[src/rtl/mmu_pkg.sv]
`timescale 1ns/1ps
package mmu_pkg;
  localparam int VA_W        = 16;
  localparam int PA_W        = 22;
  localparam int PA_NARROW_W = 18;
  localparam int WORD_W      = 16;
  localparam int NPAGE       = 8;
  localparam int PG_W        = $clog2(NPAGE);
  localparam int OFF_W       = VA_W - PG_W;
  localparam int NSLOT       = 3;
  localparam int NBANK       = NSLOT * 2;
  localparam int BANK_W      = 3;
  localparam int NENT        = NBANK * NPAGE;
  localparam int PDR_W_BIT   = 6;
  localparam logic [WORD_W-1:0] CR3_KEEP = 16'h0037;
  localparam logic [8:0] VEC_PROT  = 9'o250;
  localparam logic [8:0] VEC_RANGE = 9'o004;

  typedef enum logic [1:0] {
    MODE_KERN = 2'd0,
    MODE_SUPV = 2'd1,
    MODE_RSVD = 2'd2,
    MODE_USER = 2'd3
  } cpu_mode_e;

  // error class, ordered to match status bits 15:13
  typedef struct packed {
    logic nonres;
    logic length;
    logic rdonly;
  } err_t;

  typedef struct packed {
    logic       abort;
    err_t       err;
    logic [8:0] vector;
  } fault_t;

  function automatic logic [BANK_W-1:0] bank_of(input logic [1:0] mcode, input logic dsel);
    logic [1:0] slot;
    case (mcode)
      MODE_KERN: slot = 2'd0;
      MODE_SUPV: slot = 2'd1;
      default:   slot = 2'd2;
    endcase
    return {slot, dsel};
  endfunction

  function automatic logic [WORD_W-1:0] merge_bytes(input logic [WORD_W-1:0] old_v,
                                                    input logic [WORD_W-1:0] new_v,
                                                    input logic [1:0]        be);
    logic [WORD_W-1:0] r;
    r[7:0]  = be[0] ? new_v[7:0]  : old_v[7:0];
    r[15:8] = be[1] ? new_v[15:8] : old_v[15:8];
    return r;
  endfunction
endpackage

[src/rtl/mmu_page_file.sv]
`timescale 1ns/1ps
module mmu_page_file
  import mmu_pkg::*;
(
  input  logic              clk,
  input  logic              rst_n,
  input  logic              sw_we,
  input  logic              sw_is_par,
  input  logic [BANK_W-1:0] sw_bank,
  input  logic [PG_W-1:0]   sw_page,
  input  logic [1:0]        sw_be,
  input  logic [WORD_W-1:0] sw_wdata,
  input  logic              wset_en,
  input  logic [BANK_W-1:0] wset_bank,
  input  logic [PG_W-1:0]   wset_page,
  input  logic [BANK_W-1:0] rd_bank,
  input  logic [PG_W-1:0]   rd_page,
  output logic [WORD_W-1:0] rd_par,
  output logic [WORD_W-1:0] rd_pdr,
  input  logic [BANK_W-1:0] xl_bank,
  input  logic [PG_W-1:0]   xl_page,
  output logic [WORD_W-1:0] xl_par,
  output logic [WORD_W-1:0] xl_pdr
);
  logic [WORD_W-1:0] par_v [0:NENT-1];
  logic [WORD_W-1:0] pdr_v [0:NENT-1];

  for (genvar e = 0; e < NENT; e++) begin : g_ent
    localparam logic [BANK_W-1:0] BK = BANK_W'(e / NPAGE);
    localparam logic [PG_W-1:0]   PG = PG_W'(e % NPAGE);
    logic [WORD_W-1:0] par_r, par_n, pdr_r, pdr_n;
    logic sw_hit, w_hit;

    assign sw_hit = sw_we   && (sw_bank == BK)   && (sw_page == PG);
    assign w_hit  = wset_en && (wset_bank == BK) && (wset_page == PG);

    always_comb begin
      par_n = par_r;
      pdr_n = pdr_r;
      if (w_hit) pdr_n[PDR_W_BIT] = 1'b1;
      if (sw_hit && sw_is_par) par_n = merge_bytes(par_r, sw_wdata, sw_be);
      if (sw_hit && !sw_is_par) begin
        pdr_n      = merge_bytes(pdr_r, sw_wdata, sw_be);
        pdr_n[7:4] = 4'b0000;
      end
    end

    always_ff @(posedge clk or negedge rst_n) begin
      if (!rst_n) begin
        par_r <= '0;
        pdr_r <= '0;
      end else if (sw_hit || w_hit) begin
        par_r <= par_n;
        pdr_r <= pdr_n;
      end
    end

    assign par_v[e] = par_r;
    assign pdr_v[e] = pdr_r;
  end

  assign rd_par = par_v[{rd_bank, rd_page}];
  assign rd_pdr = pdr_v[{rd_bank, rd_page}];
  assign xl_par = par_v[{xl_bank, xl_page}];
  assign xl_pdr = pdr_v[{xl_bank, xl_page}];
endmodule

[src/rtl/mmu_xlate.sv]
`timescale 1ns/1ps
module mmu_xlate
  import mmu_pkg::*;
#(
  parameter longint unsigned PHYS_LIMIT = 64'h100000
) (
  input  logic              on,
  input  logic              wide,
  input  logic [2:0]        dsp_en,
  input  logic [VA_W-1:0]   vaddr,
  input  logic [1:0]        mode,
  input  logic              dspace,
  input  logic              write,
  output logic [BANK_W-1:0] bank,
  output logic [PG_W-1:0]   page,
  input  logic [WORD_W-1:0] par,
  input  logic [WORD_W-1:0] pdr,
  output logic [PA_W-1:0]   paddr,
  output fault_t            fault
);
  localparam logic [PA_W:0] LIMIT_V = (PA_W+1)'(PHYS_LIMIT);

  logic            dsel;
  logic [PA_W-1:0] sum;
  logic [2:0]      ac;
  logic [6:0]      blk, len;
  logic            acc_bad, acc_nonres, range_bad, len_bad;
  logic            unused_pdr;

  assign unused_pdr = ^{pdr[15], pdr[7:4]};

  always_comb begin
    case (mode)
      MODE_KERN: dsel = dspace & dsp_en[2];
      MODE_SUPV: dsel = dspace & dsp_en[1];
      default:   dsel = dspace & dsp_en[0];
    endcase
  end

  assign bank = bank_of(mode, dsel);
  assign page = vaddr[VA_W-1:OFF_W];

  always_comb begin
    sum = PA_W'({par, 6'b000000}) + PA_W'(vaddr[OFF_W-1:0]);
    if (!wide) sum[PA_W-1:PA_NARROW_W] = '0;
  end

  assign ac         = pdr[2:0];
  assign blk        = vaddr[12:6];
  assign len        = pdr[14:8];
  assign acc_bad    = write ? (ac != 3'd6) : (ac inside {3'd0, 3'd1, 3'd3, 3'd4, 3'd7});
  assign acc_nonres = !write && (ac inside {3'd0, 3'd4});
  assign range_bad  = ({1'b0, sum} >= LIMIT_V);
  assign len_bad    = pdr[3] ? (blk < len) : (blk > len);

  always_comb begin
    fault = '0;
    paddr = sum;
    if (!on) begin
      paddr = PA_W'(vaddr);
    end else if (acc_bad) begin
      fault.abort      = 1'b1;
      fault.err.nonres = acc_nonres;
      fault.err.rdonly = !acc_nonres;
      fault.vector     = VEC_PROT;
    end else if (range_bad) begin
      fault.abort      = 1'b1;
      fault.err.nonres = 1'b1;
      fault.vector     = VEC_RANGE;
    end else if (len_bad) begin
      fault.abort      = 1'b1;
      fault.err.length = 1'b1;
      fault.vector     = VEC_PROT;
    end
  end
endmodule

[src/rtl/mmu_ctrl_regs.sv]
`timescale 1ns/1ps
module mmu_ctrl_regs
  import mmu_pkg::*;
(
  input  logic              clk,
  input  logic              rst_n,
  input  logic              stat_we,
  input  logic              cr3_we,
  input  logic [1:0]        be,
  input  logic [WORD_W-1:0] wdata,
  input  logic              rec_en,
  input  err_t              rec_err,
  input  logic [PG_W-1:0]   rec_page,
  input  logic [1:0]        rec_mode,
  output logic [WORD_W-1:0] stat_q,
  output logic [WORD_W-1:0] cr3_q
);
  logic [WORD_W-1:0] stat_n, cr3_n;
  logic              upd;

  always_comb begin
    stat_n = stat_q;
    cr3_n  = cr3_q;
    if (stat_we) begin
      stat_n        = merge_bytes(stat_q, wdata, be);
      stat_n[11:10] = 2'b00;
    end
    if (cr3_we) cr3_n = merge_bytes(cr3_q, wdata, be) & CR3_KEEP;
    if (rec_en && (stat_q[15:13] == 3'b000)) begin
      stat_n[15:13] = rec_err;
      stat_n[6:5]   = rec_mode;
      stat_n[3:1]   = rec_page;
    end
  end

  assign upd = stat_we | cr3_we | rec_en;

  always_ff @(posedge clk or negedge rst_n) begin
    if (!rst_n) begin
      stat_q <= '0;
      cr3_q  <= '0;
    end else if (upd) begin
      stat_q <= stat_n;
      cr3_q  <= cr3_n;
    end
  end
endmodule

[src/rtl/paged_mmu.sv]
`timescale 1ns/1ps
module paged_mmu
  import mmu_pkg::*;
#(
  parameter longint unsigned PHYS_LIMIT = 64'h100000
) (
  input  logic              clk,
  input  logic              rst_n,
  input  logic              rb_wr,
  input  logic [7:0]        rb_addr,
  input  logic [WORD_W-1:0] rb_wdata,
  input  logic [1:0]        rb_be,
  output logic [WORD_W-1:0] rb_rdata,
  input  logic              xl_req,
  input  logic [VA_W-1:0]   xl_vaddr,
  input  logic [1:0]        xl_mode,
  input  logic              xl_dspace,
  input  logic              xl_write,
  output logic              xl_valid,
  output logic [PA_W-1:0]   xl_paddr,
  output logic              xl_abort,
  output logic [8:0]        xl_vector
);
  // reset: asserted asynchronously, released on the clock
  logic [1:0] rst_pipe;
  logic       rst_sync_n;

  always_ff @(posedge clk or negedge rst_n) begin
    if (!rst_n) rst_pipe <= 2'b00;
    else        rst_pipe <= {rst_pipe[0], 1'b1};
  end
  assign rst_sync_n = rst_pipe[1];

  // register port decode
  logic              rb_is_ctl, rb_pg_ok;
  logic [BANK_W-1:0] rb_bank;
  logic [WORD_W-1:0] rd_par, rd_pdr, stat_q, cr3_q;

  assign rb_is_ctl = rb_addr[7];
  assign rb_pg_ok  = !rb_is_ctl && (rb_addr[6:5] != MODE_RSVD);
  assign rb_bank   = bank_of(rb_addr[6:5], rb_addr[4]);

  always_comb begin
    if (rb_is_ctl)     rb_rdata = rb_addr[0] ? cr3_q : stat_q;
    else if (rb_pg_ok) rb_rdata = rb_addr[3] ? rd_par : rd_pdr;
    else               rb_rdata = '0;
  end

  // translation path
  logic [BANK_W-1:0] xl_bank;
  logic [PG_W-1:0]   xl_page;
  logic [WORD_W-1:0] xl_par, xl_pdr;
  logic [PA_W-1:0]   paddr_c;
  fault_t            fault_c;
  logic              wset_en, rec_en;

  assign wset_en = xl_req && stat_q[0] && xl_write && !xl_vaddr[0];
  assign rec_en  = xl_req && fault_c.abort;

  mmu_page_file i_pages (
    .clk       (clk),
    .rst_n     (rst_sync_n),
    .sw_we     (rb_wr && rb_pg_ok),
    .sw_is_par (rb_addr[3]),
    .sw_bank   (rb_bank),
    .sw_page   (rb_addr[2:0]),
    .sw_be     (rb_be),
    .sw_wdata  (rb_wdata),
    .wset_en   (wset_en),
    .wset_bank (xl_bank),
    .wset_page (xl_page),
    .rd_bank   (rb_bank),
    .rd_page   (rb_addr[2:0]),
    .rd_par    (rd_par),
    .rd_pdr    (rd_pdr),
    .xl_bank   (xl_bank),
    .xl_page   (xl_page),
    .xl_par    (xl_par),
    .xl_pdr    (xl_pdr)
  );

  mmu_xlate #(.PHYS_LIMIT(PHYS_LIMIT)) i_xlate (
    .on     (stat_q[0]),
    .wide   (cr3_q[4]),
    .dsp_en (cr3_q[2:0]),
    .vaddr  (xl_vaddr),
    .mode   (xl_mode),
    .dspace (xl_dspace),
    .write  (xl_write),
    .bank   (xl_bank),
    .page   (xl_page),
    .par    (xl_par),
    .pdr    (xl_pdr),
    .paddr  (paddr_c),
    .fault  (fault_c)
  );

  mmu_ctrl_regs i_ctrl (
    .clk      (clk),
    .rst_n    (rst_sync_n),
    .stat_we  (rb_wr && rb_is_ctl && !rb_addr[0]),
    .cr3_we   (rb_wr && rb_is_ctl && rb_addr[0]),
    .be       (rb_be),
    .wdata    (rb_wdata),
    .rec_en   (rec_en),
    .rec_err  (fault_c.err),
    .rec_page (xl_page),
    .rec_mode (xl_mode),
    .stat_q   (stat_q),
    .cr3_q    (cr3_q)
  );

  // result register
  logic            valid_n, abort_n;
  logic [PA_W-1:0] paddr_n;
  logic [8:0]      vec_n;

  always_comb begin
    valid_n = xl_req;
    abort_n = xl_req & fault_c.abort;
    paddr_n = xl_req ? paddr_c : xl_paddr;
    vec_n   = xl_req ? fault_c.vector : xl_vector;
  end

  always_ff @(posedge clk or negedge rst_sync_n) begin
    if (!rst_sync_n) begin
      xl_valid  <= 1'b0;
      xl_abort  <= 1'b0;
      xl_paddr  <= '0;
      xl_vector <= '0;
    end else begin
      xl_valid  <= valid_n;
      xl_abort  <= abort_n;
      xl_paddr  <= paddr_n;
      xl_vector <= vec_n;
    end
  end
endmodule

[config.mk]
export PLATFORM = sky130hd
export DESIGN_NAME = paged_mmu
export DESIGN_NICKNAME = d
export VERILOG_FILES = /design/src/rtl/mmu_pkg.sv /design/src/rtl/mmu_page_file.sv /design/src/rtl/mmu_xlate.sv /design/src/rtl/mmu_ctrl_regs.sv /design/src/rtl/paged_mmu.sv
export SDC_FILE = /design/constraint.sdc
export NUM_CORES = 2
export LEC_CHECK = 0
export ABC_CLOCK_PERIOD_IN_PS = 124900
export BUFFER_PORTS_ARGS = -buffer_cell sky130_fd_sc_hd__buf_2
export CAP_MARGIN = 20
export CORE_UTILIZATION = 50
export DETAILED_ROUTE_END_ITERATION = 10
export PLACE_DENSITY = 0.63
export SYNTH_ARGS = -nofsm -noshare
export SYNTH_HDL_FRONTEND = slang
export SYNTH_SLANG_ARGS = --single-unit
[constraint.sdc]
create_clock -name clk -period 124.9 [get_ports clk]
set_clock_uncertainty 0.2 [all_clocks]
set_input_delay 6.245 -clock clk [delete_from_list [all_inputs] [get_ports clk]]
set_output_delay 6.245 -clock clk [all_outputs]
set_load 0.05 [all_outputs]
Yosys cells after proc, flatten, opt, wreduce, memory -nomap -nowiden
Cells that the tools add are included.

storage, ports and cells
  register bits = 1446
  input port bits = 50
  output and inout bits = 49
  word-level logic and storage cells = 1055

operators by class
  add/subtract/negate cells = 1
  magnitude comparators = 5
  equality and inequality tests = 32
  multiplexer cells = 184
  bitwise gates (word level) = 8
  reductions and logical operators = 575

operator list
  kind                    count
  $reduce_and A3 Y1       197
  $bmux W16 S6            4
  $mux W7                 48
  $logic_and A1 B1 Y1     215
  $mux W4                 49
  $mux W16                11
  $reduce_bool A2 Y1      52
  $reduce_and A2 Y1       48
  $mux W1                 56
  $logic_or A1 B1 Y1      48
  $eq A3 B3 Y1 const B    14
  $mux W15                2
  $eq A3 B2 Y1 const B    9
  $mux W8                 3
  $add A22 B13 Y22        1
  $ge A22 B21 Y1 const B  1
  $mux W22                1
  $logic_not A3 Y1        6
  $mux W9                 2
  $eq A3 B1 Y1 const B    5
  $ge A7 B7 Y1 const B    2
  $not A6 Y7              2
  $mux W13                1
  $pmux W2 S2             2
  13 further kinds        26

Logic depth before layout (Yosys ltp)
  depth in word-level cells = 16
  gate-level depth with buffers = 25
  depth with buffers taken out = 17

Modules after synthesis
Synthesis repeated with hierarchy kept, for this count alone.

second synthesis, totals
  cells, all modules = 5138
  area, all modules = 77578.2 sq um

by module, submodules not included
  module         instances  cells an instance  area each (sq um)  sequential area each (sq um)
  mmu_page_file  1          4758               73722.0            34833.4
  paged_mmu      1          153                1891.8             875.8
  mmu_xlate      1          154                1067.3             0.0
  mmu_ctrl_regs  1          73                 897.1              475.5

Worst setup path before layout
OpenSTA, ideal clock, no wires.

  path kind = input to output
  start = input port rb_addr[0]
  end = output port rb_rdata[4]
  data arrival time = 9.498 ns
  required time = 118.455 ns
  path slack = 108.957 ns
  cell stages on the path = 13
  path buffers = 4
  cell sequence = buf_2 > buf_2 > buf_1 > buf_2 > mux4_2 > nand2_1 > a21oi_1 > a21oi_1 > o22ai_1 > a31oi_1 > nor2_1 > a21oi_1 > o21ai_0

on the way
  word-level cells in the longest chain between the ends = 7
  elaborated cells between the ends (all ways) = 11
  those cells by class = mux: 10; bitwise: 1

RTL lines
  element                                   line                                      text
  from (decl)                               paged_mmu.sv:10                           input logic [7:0] rb_addr,
  $not A6 Y7 (not written as such)          mmu_page_file.sv:62, mmu_page_file.sv:63
  $bmux W16 S6 (on tied branches)           mmu_page_file.sv:63, mmu_page_file.sv:62
  $mux W16 (on tied branches) (2 in a row)  mmu_page_file.sv:63, mmu_page_file.sv:62
  $mux W16 (2 in a row)                     paged_mmu.sv:45                           else if (rb_pg_ok) rb_rdata = rb_addr[3] ? rd_par : rd_pdr;
  $mux W16 *                                paged_mmu.sv:44                           if (rb_is_ctl) rb_rdata = rb_addr[0] ? cr3_q : stat_q;
  to (decl)                                 paged_mmu.sv:13                           output logic [WORD_W-1:0] rb_rdata,

Every way passes the cells marked *; elsewhere a longest branch is shown, timed or not. The select of a mux whose other input is x is not followed.

Final worst setup path
  start = input port rb_addr[0]
  end = output port rb_rdata[9]

Same word-level chain as after synthesis.

==> metrics <==
status=complete, no violations; first-pass GRT wire length=366000 µm; Startpoint Class=input pin; total global-route track usage=0.322; die width=394 µm; Mapped Cells=5157; vias per inst=6.85; final wirelength=246000 µm; FMAX=0.0567 GHz; total power=1.11 mW; VDD IR max=0.0146 mV; sw frac=0.265; LEAKAGE=38.9 nW; register bit total from synthesis=1439; H-Tree Depth=4; Clk pin slew, worst setup/hold paths=0.06 ns; GP Congestion=0.887; Top Ports=99; Hold Buf Count CTS=0; Hold/Removal Path Class=flop to async pin; Residual DRC=0; initial antenna violation count=9; Post-Syn Area=77000 µm²; Port Buffers=93; placed inst area=79300 µm²; share of layout cells above drive strength 1=0.506; Post-Place Setup Slack=107.14 ns; area leader, netlist=dfrtp_1; synth-to-layout area growth=10.2%; Finished Core Util=0.557; RSZ-0062 raised after global routing=no; core area=152000 µm²; via count=49743; R2R Setup Slk=118.10 ns; Setup TNS Final=0 ns; Min Hold Slack=0.151 ns; Clk Tree Root Cell=clkbuf_16; slew of the pin with the lowest slew margin=1.23 ns; cell-internal power=819 µW; Top FF cell, synth=dfrtp_1; Tmin final=17.63 ns; Final Hold Violating Endpoints=0; total CTS buffers=161; drt first pass iters=6; final std cells w/o fill=7266; Clk pwr share=0.443; Initial Util=0.505; Worst-Skew Late Latency=0.83 ns; final slew viol count=0; max cap viols=0; critical path peak fanout=82; Comb power frac=0.112; fin worst setup slack=107.28 ns; busiest grt layer=met2; commonest non-fill, non-tap cell in the layout=dfrtp_1; clk sinks=1439; post-synth cell types=79; GR Layer Usage met3=0.0832; PD cells=13.1 nW/µm²; largest cells by area after synthesis=dfrtp_1, mux4_2, mux2_2; met2 Resource Use GR=0.474; # rows=143; post-route ant nets=0; Setup Buffers After CTS=0; EDFF count, synth=0; Critical Path AT=11.18 ns; slew margin rel.=0.180; WL/cell=33.9 µm; vias in the first global route=50797; Final period util=0.141; NetSw=295 µW; largest net degree at the start of global routing=171; GR Util met1=0.460; CTS tree=done; synth warn=0; die area=156000 µm²; hpwl dp=158000 µm; initial drt markers=5120; Worst setup EP type=primary output; buffer depth of the longest clock path=3; Layout fillers=12283; Die Y-Extent=394 µm; sequential fraction of design power=0.445; CP Class=input pin to primary output; endpoints failing setup=0; placed insts=6961; FFs w/ async S/R, synth=1.00; Yosys top cell area share=0.468; nets=5166; commonest non-fill, non-tap cells in the layout=dfrtp_1, mux2_2, mux4_2; register area share after synthesis=0.468; post-cts resize count=0; Avg Inst Size Synth=14.9 µm²; worst path required time=118.45 ns; gr ovfl total=0; final instance area=84900 µm²
critical path: stages:
cell and delay [ns]:
buf_8 0.47, buf_12 0.55, buf_4 0.62, buf_4 0.73, mux4_2 0.60, nand2_1 0.09, nand2_1 0.07, a21oi_1 0.15
nor2_1 0.07, inv_1 0.13, o22ai_1 0.10, o21ai_0 0.40, o21ai_0 0.19, a22o_1 0.30, buf_2 0.23
kinds of logic after synthesis:
group,synth area share
flops,0.468
fa+ha+maj,0.00253
simple gates,0.0313
xor+xnor,0.00148
mux,0.436
buf+inv,0.0276
compound gates,0.0339
other cells,0.0000975
registers in the layout, indices dropped and copies added, names as in the netlist:
signal,flops
i_ctrl.cr3_q,5
xl_vector,2
i_pages.g_ent.pdr_r,624
xl_paddr,22
i_ctrl.stat_q,14
xl_abort,1
xl_valid,1
i_pages.g_ent.par_r,768
rst_pipe,2
synthesized netlist by cell type (all sizes together) (12+ instances only):
library cell	count
a21oi	145
a221oi	19
a22o	12
a22oi	22
a32oi	15
buf	176
clkbuf	277
dfrtp	1439
ha	14
inv	18
mux2	1395
mux2i	160
mux4	720
nand2	263
nand3	76
nor2	130
nor3	16
o21ai	40
o221ai	12
o22ai	51
power groups by stage:
stage	clock [mW]	combinational, mW	sequential (mW)
2_1_floorplan	0	0.0750	0.511
5_1_grt	0.520	0.131	0.498
3_3_place_gp	0	0.122	0.503
6_report	0.493	0.125	0.496
4_1_cts	0.500	0.124	0.495
3_5_place_dp	0	0.123	0.504
path summary, 6_finish.rpt:
kind | cells past startpoint | start | to
setup / recovery | 15 | rb_addr[0] | rb_rdata[9]
min in group clk | 0 | rst_pipe[0] | rst_pipe[1]
setup reg to reg | 18 | i_ctrl.cr3_q[0] | i_ctrl.stat_q[15]
hold reg to reg | 0 | rst_pipe[1] | i_pages.g_ent[41].pdr_r[1]
hold / removal | 0 | rst_pipe[1] | i_pages.g_ent[41].pdr_r[1]
max in group asynchronous | 1 | rst_n | rst_pipe[1]
per-layer routing:
metal,vias to the layer above,wire [µm]
met4,4,9740
li1,19904,-
met2,2340,111000
met1,26985,102000
met5,-,22
met3,510,23700
layout make-up:
| class | count | area [µm²] | share of cell area |
|---|---|---|---|
| multi-input combinational | 3248 | 39000 | 0.460 |
| sequential | 1439 | 36000 | 0.424 |
| clock buffer | 244 | 4880 | 0.0574 |
| tap | 2030 | 2540 | 0.0299 |
| timing repair buffer | 230 | 1740 | 0.0204 |
| clock inverter | 51 | 616 | 0.00725 |
| inverter | 21 | 86.3 | 0.00102 |
| antenna | 3 | 7.51 | 0.0000884 |
Power figures use the tool's default switching activity.
